==> config.mk <==
export PLATFORM = sky130hd
export DESIGN_NAME = irq_resp_seq
export DESIGN_NICKNAME = d
export VERILOG_FILES = /design/src/rtl/irq_seq_pkg.sv /design/src/rtl/irq_nmi_latch.sv /design/src/rtl/irq_arbiter.sv /design/src/rtl/irq_ack_fsm.sv /design/src/rtl/irq_resp_seq.sv
export SDC_FILE = /design/constraint.sdc
export NUM_CORES = 1
export LEC_CHECK = 0
export BUFFER_PORTS_ARGS = -buffer_cell sky130_fd_sc_hd__buf_2
export CAP_MARGIN = 20
export CORE_AREA = 10 10 60 62
export CTS_CLUSTER_DIAMETER = 40
export CTS_CLUSTER_SIZE = 20
export DETAILED_ROUTE_END_ITERATION = 10
export DIE_AREA = 0 0 70 72
export PLACE_DENSITY_LB_ADDON = 0.15
export REMOVE_ABC_BUFFERS = 1
export SLEW_MARGIN = 30
export SYNTH_ARGS = -nofsm -noshare
export SYNTH_HDL_FRONTEND = slang
export SYNTH_SLANG_ARGS = --single-unit
==> constraint.sdc <==
create_clock -name clk -period 3.6 [get_ports clk]
set_clock_uncertainty 0.05 [all_clocks]
set_input_delay 0.18 -clock clk [delete_from_list [all_inputs] [get_ports clk]]
set_output_delay 0.18 -clock clk [all_outputs]
set_load 0.01 [all_outputs]
==> src/rtl/irq_seq_pkg.sv <==
package irq_seq_pkg;

    typedef enum logic [3:0] {
        SQ_IDLE,
        SQ_EXIT,
        SQ_IA_T1,
        SQ_IA_T2,
        SQ_IA_TW,
        SQ_IA_T3,
        SQ_NM_T1,
        SQ_NM_T2,
        SQ_NM_T3
    } seq_state_e;

    typedef enum logic [1:0] {
        ACC_NONE,
        ACC_MASK,
        ACC_NMI
    } accept_e;

    typedef struct packed {
        logic m1_n;
        logic mreq_n;
        logic iorq_n;
        logic rd_n;
    } bus_strb_t;

    localparam bus_strb_t STRB_IDLE = '{m1_n: 1'b1, mreq_n: 1'b1, iorq_n: 1'b1, rd_n: 1'b1};

    function automatic bus_strb_t strobes_for(input seq_state_e st);
        bus_strb_t s;
        s = STRB_IDLE;
        case (st)
            SQ_IA_T1, SQ_IA_T2: s.m1_n = 1'b0;
            SQ_IA_TW: begin
                s.m1_n   = 1'b0;
                s.iorq_n = 1'b0;
            end
            SQ_NM_T1, SQ_NM_T2: begin
                s.m1_n   = 1'b0;
                s.mreq_n = 1'b0;
                s.rd_n   = 1'b0;
            end
            default: s = STRB_IDLE;
        endcase
        return s;
    endfunction

    function automatic seq_state_e first_state(input accept_e k);
        return (k == ACC_NMI) ? SQ_NM_T1 : SQ_IA_T1;
    endfunction

endpackage

==> src/rtl/irq_nmi_latch.sv <==
module irq_nmi_latch (
    input  logic clk,
    input  logic rst,
    input  logic nmi_n,
    input  logic take,
    output logic pend
);
    logic prev_q;
    logic fall;

    assign fall = prev_q & ~nmi_n;

    always_ff @(posedge clk) begin
        if (rst) begin
            prev_q <= 1'b1;
            pend   <= 1'b0;
        end else begin
            prev_q <= nmi_n;
            pend   <= fall | (pend & ~take);
        end
    end
endmodule

==> src/rtl/irq_arbiter.sv <==
module irq_arbiter
    import irq_seq_pkg::*;
(
    input  logic    clk,
    input  logic    rst,
    input  logic    instr_end,
    input  logic    idle,
    input  logic    int_req,
    input  logic    nmi_pend,
    input  logic    ie_set,
    input  logic    ie_clr,
    input  logic    ie_restore,
    output accept_e kind,
    output logic    ie1,
    output logic    ie2
);
    logic sample;

    assign sample = instr_end & idle;

    always_comb begin
        kind = ACC_NONE;
        if (sample) begin
            if (nmi_pend)
                kind = ACC_NMI;
            else if (int_req && ie1)
                kind = ACC_MASK;
        end
    end

    always_ff @(posedge clk) begin
        if (rst) begin
            ie1 <= 1'b0;
            ie2 <= 1'b0;
        end else begin
            unique case (kind)
                ACC_NMI: begin
                    ie2 <= ie1;
                    ie1 <= 1'b0;
                end
                ACC_MASK: begin
                    ie1 <= 1'b0;
                    ie2 <= 1'b0;
                end
                default: begin
                    if (ie_set) begin
                        ie1 <= 1'b1;
                        ie2 <= 1'b1;
                    end else if (ie_clr) begin
                        ie1 <= 1'b0;
                        ie2 <= 1'b0;
                    end else if (ie_restore) begin
                        ie1 <= ie2;
                    end
                end
            endcase
        end
    end
endmodule

==> src/rtl/irq_ack_fsm.sv <==
module irq_ack_fsm
    import irq_seq_pkg::*;
#(
    parameter int VEC_W      = 8,
    parameter int ACK_WAITS  = 2
) (
    input  logic             clk,
    input  logic             rst,
    input  accept_e          kind,
    input  logic             halt_req,
    input  logic [VEC_W-1:0] data_in,
    output bus_strb_t        strb,
    output logic             idle,
    output logic             halt_o,
    output logic [VEC_W-1:0] vec_o,
    output logic             vec_valid,
    output logic             nmi_done
);
    localparam int CW = $clog2(ACK_WAITS + 1);
    localparam logic [CW-1:0] LAST_W = CW'(ACK_WAITS - 1);

    seq_state_e state;
    accept_e    held_kind;
    logic [CW-1:0] wcnt;

    assign strb      = strobes_for(state);
    assign idle      = (state == SQ_IDLE);
    assign vec_valid = (state == SQ_IA_T3);
    assign nmi_done  = (state == SQ_NM_T3);

    always_ff @(posedge clk) begin
        if (rst) begin
            state     <= SQ_IDLE;
            held_kind <= ACC_NONE;
            wcnt      <= '0;
            halt_o    <= 1'b0;
            vec_o     <= '0;
        end else begin
            case (state)
                SQ_IDLE: begin
                    if (kind != ACC_NONE) begin
                        held_kind <= kind;
                        state     <= halt_o ? SQ_EXIT : first_state(kind);
                    end else if (halt_req) begin
                        halt_o <= 1'b1;
                    end
                end
                SQ_EXIT: begin
                    halt_o <= 1'b0;
                    state  <= first_state(held_kind);
                end
                SQ_IA_T1: state <= SQ_IA_T2;
                SQ_IA_T2: begin
                    wcnt  <= '0;
                    state <= SQ_IA_TW;
                end
                SQ_IA_TW: begin
                    if (wcnt == LAST_W) begin
                        vec_o <= data_in;
                        state <= SQ_IA_T3;
                    end else begin
                        wcnt <= wcnt + 1'b1;
                    end
                end
                SQ_NM_T1: state <= SQ_NM_T2;
                SQ_NM_T2: state <= SQ_NM_T3;
                default:  state <= SQ_IDLE;
            endcase
        end
    end
endmodule

==> src/rtl/irq_resp_seq.sv <==
module irq_resp_seq
    import irq_seq_pkg::*;
#(
    parameter int          VEC_W     = 8,
    parameter int          PC_W      = 16,
    parameter int          ACK_WAITS = 2,
    parameter logic [15:0] NMI_ADDR  = 16'h0066
) (
    input  logic             clk,
    input  logic             rst,
    input  logic             instr_end,
    input  logic             int_req,
    input  logic             nmi_n,
    input  logic             ie_set,
    input  logic             ie_clr,
    input  logic             ie_restore,
    input  logic             halt_req,
    input  logic [VEC_W-1:0] data_in,
    output logic             m1_n,
    output logic             mreq_n,
    output logic             iorq_n,
    output logic             rd_n,
    output logic [VEC_W-1:0] vec_o,
    output logic             vec_valid,
    output logic             push_req,
    output logic             pc_load,
    output logic [PC_W-1:0]  new_pc,
    output logic             ie1,
    output logic             ie2,
    output logic             halt_o
);
    accept_e   kind;
    logic      nmi_pend;
    logic      idle;
    logic      nmi_done;
    bus_strb_t strb;

    irq_nmi_latch u_nmi (
        .clk  (clk),
        .rst  (rst),
        .nmi_n(nmi_n),
        .take (kind == ACC_NMI),
        .pend (nmi_pend)
    );

    irq_arbiter u_arb (
        .clk       (clk),
        .rst       (rst),
        .instr_end (instr_end),
        .idle      (idle),
        .int_req   (int_req),
        .nmi_pend  (nmi_pend),
        .ie_set    (ie_set),
        .ie_clr    (ie_clr),
        .ie_restore(ie_restore),
        .kind      (kind),
        .ie1       (ie1),
        .ie2       (ie2)
    );

    irq_ack_fsm #(
        .VEC_W    (VEC_W),
        .ACK_WAITS(ACK_WAITS)
    ) u_fsm (
        .clk      (clk),
        .rst      (rst),
        .kind     (kind),
        .halt_req (halt_req),
        .data_in  (data_in),
        .strb     (strb),
        .idle     (idle),
        .halt_o   (halt_o),
        .vec_o    (vec_o),
        .vec_valid(vec_valid),
        .nmi_done (nmi_done)
    );

    assign m1_n     = strb.m1_n;
    assign mreq_n   = strb.mreq_n;
    assign iorq_n   = strb.iorq_n;
    assign rd_n     = strb.rd_n;
    assign push_req = nmi_done;
    assign pc_load  = nmi_done;
    assign new_pc   = nmi_done ? PC_W'(NMI_ADDR) : '0;
endmodule

==> results.json, run 1 <==
{
  "tightestPinTransition_ns": 0.664,
  "finalSetupTns_ns": 0,
  "max_stage_delay_ns": 0.53,
  "ys_seq_area_share_pct": 35.2,
  "crit_chain": "nor4_2 -> nand3_1 -> ha_1 -> or4b_1 -> o311ai_1 -> o41ai_1",
  "status": "finished, final reports clean",
  "finalCriticalPeriod_ns": 2.38,
  "synth_seq_cells": 21,
  "hold_class": "primary input to flip-flop",
  "finalHoldViolCount": 0,
  "grt_antenna_before_repair": 0,
  "gp_congestion": 0.828,
  "via_per_inst": 5.15,
  "antenna_cells": 0,
  "hpwl_mm": 2.01,
  "ctsResizeCount": 0,
  "ant_nets": 0,
  "worstPathArrival_ns": 2.53,
  "cp-start-kind": "flip-flop",
  "drc": 0,
  "grt_max_degree": 21,
  "die_h_um": 72,
  "leakage_nw": 0.564,
  "numCtsBuffers": 3,
  "avgSynthCellArea_sq_um": 8.71,
  "grt_util_all_layers_pct": 10.6,
  "drive_above_1_share_pct": 27.4,
  "area_growth_pct": 8.28,
  "final-setup-viol-count": 0,
  "yosysTopAreaCell": "dfxtp_1",
  "clkSinkCount": 21,
  "drv_cap": 0,
  "worstSetupEndpointType": "flip-flop",
  "fmax_mhz": 420,
  "worstPathRequired_ns": 3.75,
  "ys_top_cells_by_area": "dfxtp_1, buf_4, a21oi_1",
  "placed_area_sq_mm": 0.00127,
  "synth_async_sr_flop_share_pct": 0,
  "synth_top_area_share_pct": 35.2,
  "path_max_fanout": 16,
  "rows": 18,
  "rsz0062_at_grt": "no",
  "vias": 999,
  "insertion_delay_ns": 0.29,
  "min_period_over_period_pct": 66.1,
  "core_area_sq_mm": 0.00243,
  "grt.overflow.total": 0,
  "synthDistinctLibCells": 42,
  "drtPass1Iterations": 4,
  "synthCells": 137,
  "synth_edf_count": 0,
  "critPathKind": "flip-flop to flip-flop",
  "io_pins": 51,
  "wl_per_cell_um": 14.0,
  "cts_max_level": 1,
  "r2r_slack_ns": 1.22,
  "first_global_vias": 1020,
  "post-cts-setup-buffers": 0,
  "clk_pin_slew_ns": 0.11,
  "cts_tree": "built",
  "layout.nets": 186,
  "powerDensity_mw_per_mm2": 514,
  "ys.warnings.count": 0,
  "die_x_um": 70,
  "utilization_pct": 53.1,
  "numPortBuffers": 38,
  "cpMaxStageDelayCell": "nor4_2",
  "netlist_area_sq_mm": 0.00119,
  "initial_core_util_pct": 49.1,
  "ir_worst_vdd_mv": 0.335,
  "slew_viol_final": 0,
  "wl_mm": 2.71,
  "holdBufCountCts": 0,
  "grt_pass1_wl_mm": 4.60,
  "cts_max_path_buffers": 2,
  "die_area_sq_mm": 0.00504,
  "slew_headroom_pct": 55.1,
  "final_area_sq_mm": 0.00129,
  "detail_route.iter0.violations": 59,
  "timing.hold.ws_ns": 0.0166,
  "synth-main-ff-cell": "dfxtp_1",
  "root_buffer": "clkbuf_4"
}
## final cells by class
| type | count | area [sq um] |
|---|---|---|
| inverters | 8 | 30.0 |
| multi-input cells | 93 | 588 |
| well taps | 30 | 37.5 |
| fillers | 241 | 1140 |
| flip-flops and latches | 21 | 420 |
| clock buffers | 4 | 26.3 |
| repair buffers | 38 | 190 |
## power by group
part           internal (mW)  switching, mW
clock network         0.0431         0.0691
logic                  0.102          0.139
registers              0.258         0.0538
total                  0.403          0.262
## stage by stage
step	total power, mW	cells	worst slack (ns)
floorplan	0.481	122	0.909
global route	0.725	194	1.02
CTS	0.668	194	1.22
detailed placement	0.557	190	1.26
finish	0.665	194	1.22
global placement	0.552	190	1.39
## final timing paths
| path | start | end | cells past startpoint |
|---|---|---|---|
| hold / removal | nmi_n | u_nmi.prev_q$_SDFF_PP1_ | 2 |
| setup reg to reg | u_fsm.state[1]$_SDFFE_PP0P_ | u_fsm.state[2]$_SDFFE_PP0P_ | 6 |
| hold reg to reg | u_nmi.prev_q$_SDFF_PP1_ | u_nmi.pend$_SDFF_PP0_ | 2 |
| setup / recovery | u_fsm.state[1]$_SDFFE_PP0P_ | u_fsm.state[2]$_SDFFE_PP0P_ | 6 |
## layer usage
metal,GRT usage [%],part of all wire [%],vias to the layer above
met5,0,0,-
met4,2.85,0.44,0
met1,12.2,45,442
met2,17.3,45,41
li1,-,-,514
met3,5.03,10,2
## logic make-up (layout without fill, tap and decap cells)
logic type	count (synthesis)	count (layout)	synth area share, %
flip-flops	21	21	35.2
other	1	12	0.314
AO/OA/AOI/OAI	38	38	18.8
AND/OR/NAND/NOR	38	38	21.6
buffers and inverters	34	50	19.0
adder cells (fa/ha/maj)	4	4	4.19
multiplexers	1	1	0.943
## cell usage in the layout (no fill, tap or decap), drive strengths merged, types with 3 or more instances in the layout
master  synthesis  routed
a211oi          5       5
nor2            3       3
nor4b           3       3
buf            22      38
or3             3       3
ha              4       4
inv             8       8
dfxtp          21      21
clkbuf          3       4
nand2           3       3
nand3          10      10
a21oi          16      16
o21ai          10      10
conb            1      12
## sequential cells by signal, indices dropped and copies added (netlist names)
signal / cells
u_arb.ie1: 1
u_arb.ie2: 1
u_fsm.halt_o: 1
u_fsm.held_kind: 2
u_fsm.state: 4
u_fsm.vec_o: 8
u_fsm.wcnt: 2
u_nmi.pend: 1
u_nmi.prev_q: 1
## synth_stat cells (2+ instances only)
cell / count
nor2_1: 3
nand2_1: 3
nand2b_1: 2
o211ai_1: 2
dfxtp_1: 21
a211oi_1: 5
clkbuf_1: 2
nand4b_1: 2
inv_2: 2
a21oi_1: 16
o21ai_0: 2
buf_6: 2
ha_1: 4
buf_4: 18
nand3_1: 10
or3_1: 3
o21ai_1: 8
or2_1: 2
nor4b_1: 2
inv_1: 6
## worst max-delay path, delay by kind of cell, from the launching register on
family,cells,cell delay (ns)
flip-flops,1,0.49
AO/OA/AOI/OAI,2,0.51
AND/OR/NAND/NOR,3,0.93
adder cells (fa/ha/maj),1,0.29
Note: power is estimated with default switching activity, not from simulation.
==> inputs of run 2 (changes only) <==
Settings changed: CORE_AREA 10 10 60 62 to 10 10 65 67, DIE_AREA 0 0 70 72 to 0 0 75 77.
Clock period 3.6 ns to 2.1 ns, I/O delays scaled along.
==> run 2 against run 1 <==
  * Wire length grew 8.2%
  * Highest routed layer unchanged
  * Combinational power rose by 130%
  * Sequential share of layout area is 3.6 points lower
  * Flip-flop and latch count unchanged
  * Clock-buffer cell count down 1
  * Critical path type unchanged
  * First-iteration DRC count is 46% lower
  * Final area up 13%
  * Global-route usage down 0.82 points
  * Core utilization fell by 4.3 points
  * Register-to-register slack got worse by 0.99 ns
==> results.json, run 2 (synthesized netlist as in run 1, its figures left out) <==
{
  "post-cts-setup-buffers": 0,
  "finalHoldViolCount": 0,
  "min_to": "u_arb.ie1$_SDFFE_PP0P_",
  "ir_worst_vdd_mv": 0.393,
  "ant_nets": 0,
  "layout_common_cells": "buf_2, dfxtp_1, a21oi_1, conb_1",
  "clk_pin_slew_ns": 0.13,
  "rsz0062_at_grt": "no",
  "wl_per_cell_um": 13.8,
  "finalSetupTns_ns": 0,
  "die_area_sq_mm": 0.00578,
  "drive_above_1_share_pct": 30.2,
  "fin_ws_ns": 0.232,
  "layout_commonest_cell": "buf_2",
  "first_global_vias": 1109,
  "numCtsBuffers": 3,
  "grt_max_degree": 21,
  "grt.overflow.total": 0,
  "finalCriticalPeriod_ns": 1.87,
  "path_max_fanout": 6,
  "status": "finished, final reports clean",
  "seq_area_sq_um": 420,
  "die_x_um": 75,
  "wl_mm": 2.93,
  "cts_max_level": 1,
  "r2r_slack_ns": 0.23,
  "hold_class": "primary input to flip-flop",
  "root_buffer": "clkbuf_4",
  "numPortBuffers": 38,
  "cp-start-kind": "flip-flop",
  "core_area_sq_mm": 0.00298,
  "drc": 0,
  "hpwl_mm": 2.23,
  "grt_util_all_layers_pct": 9.79,
  "gp_congestion": 0.774,
  "drtPass1Iterations": 4,
  "grt_antenna_before_repair": 0,
  "r2r-end": "u_fsm.state[2]$_SDFFE_PP0P_",
  "layout.nets": 201,
  "largest_reg_flops": 8,
  "io_pins": 51,
  "cts_max_path_buffers": 2,
  "min-delay-start": "ie_set",
  "antenna_cells": 0,
  "final-setup-viol-count": 0,
  "worstPathArrival_ns": 2.04,
  "initial_core_util_pct": 40.1,
  "fmax_mhz": 535,
  "utilization_pct": 48.9,
  "cts_tree": "built",
  "clkSinkCount": 21,
  "slew_viol_final": 0,
  "reg2reg_from": "u_fsm.state[1]$_SDFFE_PP0P_",
  "min_period_over_period_pct": 89.0,
  "insertion_delay_ns": 0.31,
  "via_per_inst": 5.04,
  "detail_route.iter0.violations": 32,
  "worst_r2r_path_depth": 6,
  "critPathKind": "flip-flop to flip-flop",
  "worstSetupEndpointType": "flip-flop",
  "powerDensity_mw_per_mm2": 859,
  "area_growth_pct": 21.9,
  "grt_pass1_wl_mm": 4.74,
  "largest-register": "u_fsm.vec_o",
  "worstPathRequired_ns": 2.27,
  "nFillCells": 314,
  "vias": 1068,
  "die_h_um": 77,
  "reg.largest.list": "u_fsm.vec_o (8), u_fsm.state (4)",
  "leakage_nw": 0.639,
  "multi_input_area_sq_um": 608,
  "drv_cap": 0,
  "place_ws_ns": 0.112,
  "rows": 20,
  "hold-path-cell-count": 3
}
[run 2: metal layers]
metal	global-route usage (%)	vias up	share of wire [%]
met5	0	-	0
met4	2.27	0	0.27
met3	2.96	2	8.5
met2	16.1	36	45
met1	12.0	481	46
li1	-	549	-
[run 2: power breakdown]
| part | internal, mW | total, mW | switching (mW) |
|---|---|---|---|
| registers | 0.443 | 0.483 | 0.0400 |
| logic | 0.247 | 0.566 | 0.319 |
| clock network | 0.0725 | 0.202 | 0.129 |
[run 2: worst max-delay path: stages (launching register included)]
cell and delay (ns):
dfxtp_1 0.36, nor4_4 0.35, nand3_1 0.18, ha_1 0.27
or4b_1 0.18, o311ai_1 0.13, o41ai_1 0.26
[run 2: repair_timing]
| action | in CTS | in global routing |
|---|---|---|
| endpoints found under the hold margin | 10 | 0 |
| endpoints found under the setup margin | 0 | 7 |
| hold buffers | 9 | 0 |
| resized for setup | 0 | 3 |
[run 2: metrics by stage]
stage	instances	cell area (sq um)	total power [mW]	hold WS (ns)
finish	212	1460	1.25	0.0457
global route	212	1460	1.36	0.0253
CTS	212	1440	1.25	0.0255
detailed placement	199	1320	1.02	0.252
global placement	199	1320	1.01	0.246
floorplan	122	1040	0.824	0.124
[run 2: cell type report]
cell class,instances,share of cell area [%]
clock buffers,3,1.55
clock inverters,1,0.516
inverters,8,2.06
multi-input cells,93,41.8
flip-flops and latches,21,28.9
well taps,33,2.84
repair buffers,53,22.4
[run 2: worst max-delay path by stage]
stage,start,cells past startpoint,slack [ns],endpoint
3_3_place_gp,u_fsm.state[1]$_SDFFE_PP0P_,6,0.20,u_fsm.state[2]$_SDFFE_PP0P_
3_5_place_dp,u_fsm.state[1]$_SDFFE_PP0P_,6,0.11,u_fsm.state[2]$_SDFFE_PP0P_
2_1_floorplan,u_fsm.state[3]$_SDFFE_PP0P_,1,-0.52,new_pc[1]
4_1_cts,u_fsm.state[1]$_SDFFE_PP0P_,6,0.09,u_fsm.state[2]$_SDFFE_PP0P_
6_report,u_fsm.state[1]$_SDFFE_PP0P_,6,0.23,u_fsm.state[2]$_SDFFE_PP0P_
5_1_grt,u_fsm.state[1]$_SDFFE_PP0P_,6,0.07,u_fsm.state[2]$_SDFFE_PP0P_
==> inputs of run 3 (changes only) <==
Settings changed: CORE_AREA 10 10 65 67 to 10 10 60 62, DIE_AREA 0 0 75 77 to 0 0 70 72.
Clock period 2.1 ns to 2.3 ns, I/O delays scaled along.
==> run 3 against run 2 <==
  * Combinational power decreased by 14%
  * Clock-buffer cell count increased by 1
  * Non-clock buffer count decreased by 8
  * Highest routed layer unchanged
  * Final area decreased by 6.6%
  * Core utilization increased by 7.0 points
  * Cell count decreased by 5.2%
==> results.json, run 3 (synthesized netlist as in run 1, its figures left out) <==
{
  "status": "finished, final reports clean",
  "area_growth_pct": 13.8,
  "power_frac_comb_pct": 44.3,
  "switching_power_mw": 0.429,
  "swShare_pct": 39.0,
  "drive_above_1_share_pct": 29.2,
  "grt_pass1_wl_mm": 4.69,
  "grt_antenna_before_repair": 0,
  "path_max_fanout": 6,
  "tightestPinTransition_ns": 0.678,
  "grt_util_all_layers_pct": 10.4,
  "antenna_cells": 0,
  "multi_input_area_sq_um": 597,
  "drc": 0,
  "gp_congestion": 0.810,
  "wl_per_cell_um": 14.1,
  "clkSinkCount": 21,
  "worstPathRequired_ns": 2.45,
  "wl_mm": 2.84,
  "insertion_delay_ns": 0.30,
  "ant_nets": 0,
  "rsz0062_at_grt": "no",
  "die_h_um": 72,
  "final-setup-viol-count": 0,
  "initial_core_util_pct": 49.1,
  "grt.met1_usage_pct": 12.4,
  "power.internal_mw": 0.672,
  "slew_headroom_pct": 54.2,
  "pwr-share-seq_pct": 39.9,
  "worst_r2r_path_depth": 6,
  "fmax_mhz": 498,
  "root_buffer": "clkbuf_4",
  "min_period_over_period_pct": 87.3,
  "cts_max_level": 1,
  "vias": 1066,
  "hold_class": "primary input to flip-flop",
  "finalHoldViolCount": 0,
  "hpwl_mm": 2.17,
  "slew_viol_final": 0,
  "layout_common_cells": "buf_2, dfxtp_1, a21oi_1, conb_1, nand3_1",
  "layout_commonest_cell": "buf_2",
  "post-cts-setup-buffers": 0,
  "nFillCells": 238,
  "numPortBuffers": 38,
  "finalSetupTns_ns": 0,
  "worstPathArrival_ns": 2.15,
  "reg.largest.list": "u_fsm.vec_o (8), u_fsm.state (4)",
  "cts_max_path_buffers": 2,
  "cp-start-kind": "flip-flop",
  "largest-register": "u_fsm.vec_o",
  "critPathKind": "flip-flop to flip-flop",
  "hold-path-cell-count": 3,
  "powerDensity_mw_per_mm2": 810,
  "leakage_nw": 0.604,
  "r2r_slack_ns": 0.29,
  "drtPass1Iterations": 4,
  "core_area_sq_mm": 0.00243,
  "drv_cap": 0,
  "clk_pin_slew_ns": 0.11,
  "ir_worst_vdd_mv": 0.495,
  "die_x_um": 70,
  "finalPower_mw": 1.10,
  "final-instance-count-excl-fill": 201,
  "finalCriticalPeriod_ns": 2.01,
  "busiest_layer": "met2",
  "worstSetupEndpointType": "flip-flop",
  "seq_area_sq_um": 420,
  "grtUsageMet3_pct": 4.76,
  "rows": 18,
  "io_pins": 51,
  "dp.cells": 195,
  "cts_tree": "built",
  "detail_route.iter0.violations": 48,
  "first_global_vias": 1053,
  "grt_use_met2_pct": 17.0,
  "numCtsBuffers": 3,
  "layout.nets": 193,
  "largest_reg_flops": 8,
  "die_area_sq_mm": 0.00504,
  "via_per_inst": 5.30,
  "grt.overflow.total": 0,
  "grt_max_degree": 21,
  "power_frac_clock_pct": 15.7
}
run 3: what timing repair did:
item                                   CTS  global route
endpoints found under the hold margin    2             0
gates resized for setup                  0             1
hold buffers                             2             0
setup endpoints to repair                0             1
run 3: worst max-delay path, cell delays in order, from the launching register on:
cell	delay, ns
dfxtp_1	0.35
nor4_4	0.38
nand3_1	0.19
ha_1	0.29
or4b_1	0.18
o311ai_1	0.13
o41ai_1	0.35
run 3: power by group through the flow:
| stage | Sequential (mW) | Clock (mW) | Combinational (mW) |
|---|---|---|---|
| final | 0.439 | 0.173 | 0.488 |
| after CTS | 0.434 | 0.180 | 0.475 |
| after detailed placement | 0.442 | 0 | 0.471 |
| after floorplan | 0.486 | 0 | 0.267 |
| after global routing | 0.447 | 0.188 | 0.548 |
| after global placement | 0.440 | 0 | 0.460 |
run 3: per-stage QoR:
step | setup WS [ns] | cell area, sq um | utilization [%] | hold slack [ns]
finish | 0.292 | 1360 | 55.9 | 0.0130
CTS | 0.149 | 1350 | 55.5 | 0.00618
floorplan | -0.326 | 1040 | - | 0.134
detailed placement | 0.182 | 1300 | 53.6 | 0.262
global placement | 0.295 | 1300 | 53.6 | 0.256
global route | 0.0817 | 1360 | 55.9 | 0.00867
run 3: layout make-up:
cell class	count	share of cell area, %
Multi-Input combinational cell	93	43.9
Timing Repair Buffer	45	18.2
Sequential cell	21	30.9
Tap cell	30	2.76
Clock buffer	4	1.93
Inverter	8	2.21
run 3: metal layers:
metal | vias up | share of wire (%)
met5 | - | 0
li1 | 530 | -
met4 | 0 | 0.28
met3 | 2 | 10
met2 | 56 | 46
met1 | 478 | 43
run 3: path summary, 6_finish.rpt:
kind	startpoint	to
max	u_fsm.state[1]$_SDFFE_PP0P_	u_fsm.state[2]$_SDFFE_PP0P_
min	data_in[0]	u_fsm.vec_o[0]$_SDFFE_PP0P_
max reg2reg	u_fsm.state[1]$_SDFFE_PP0P_	u_fsm.state[2]$_SDFFE_PP0P_
min reg2reg	u_nmi.prev_q$_SDFF_PP1_	u_nmi.pend$_SDFF_PP0_
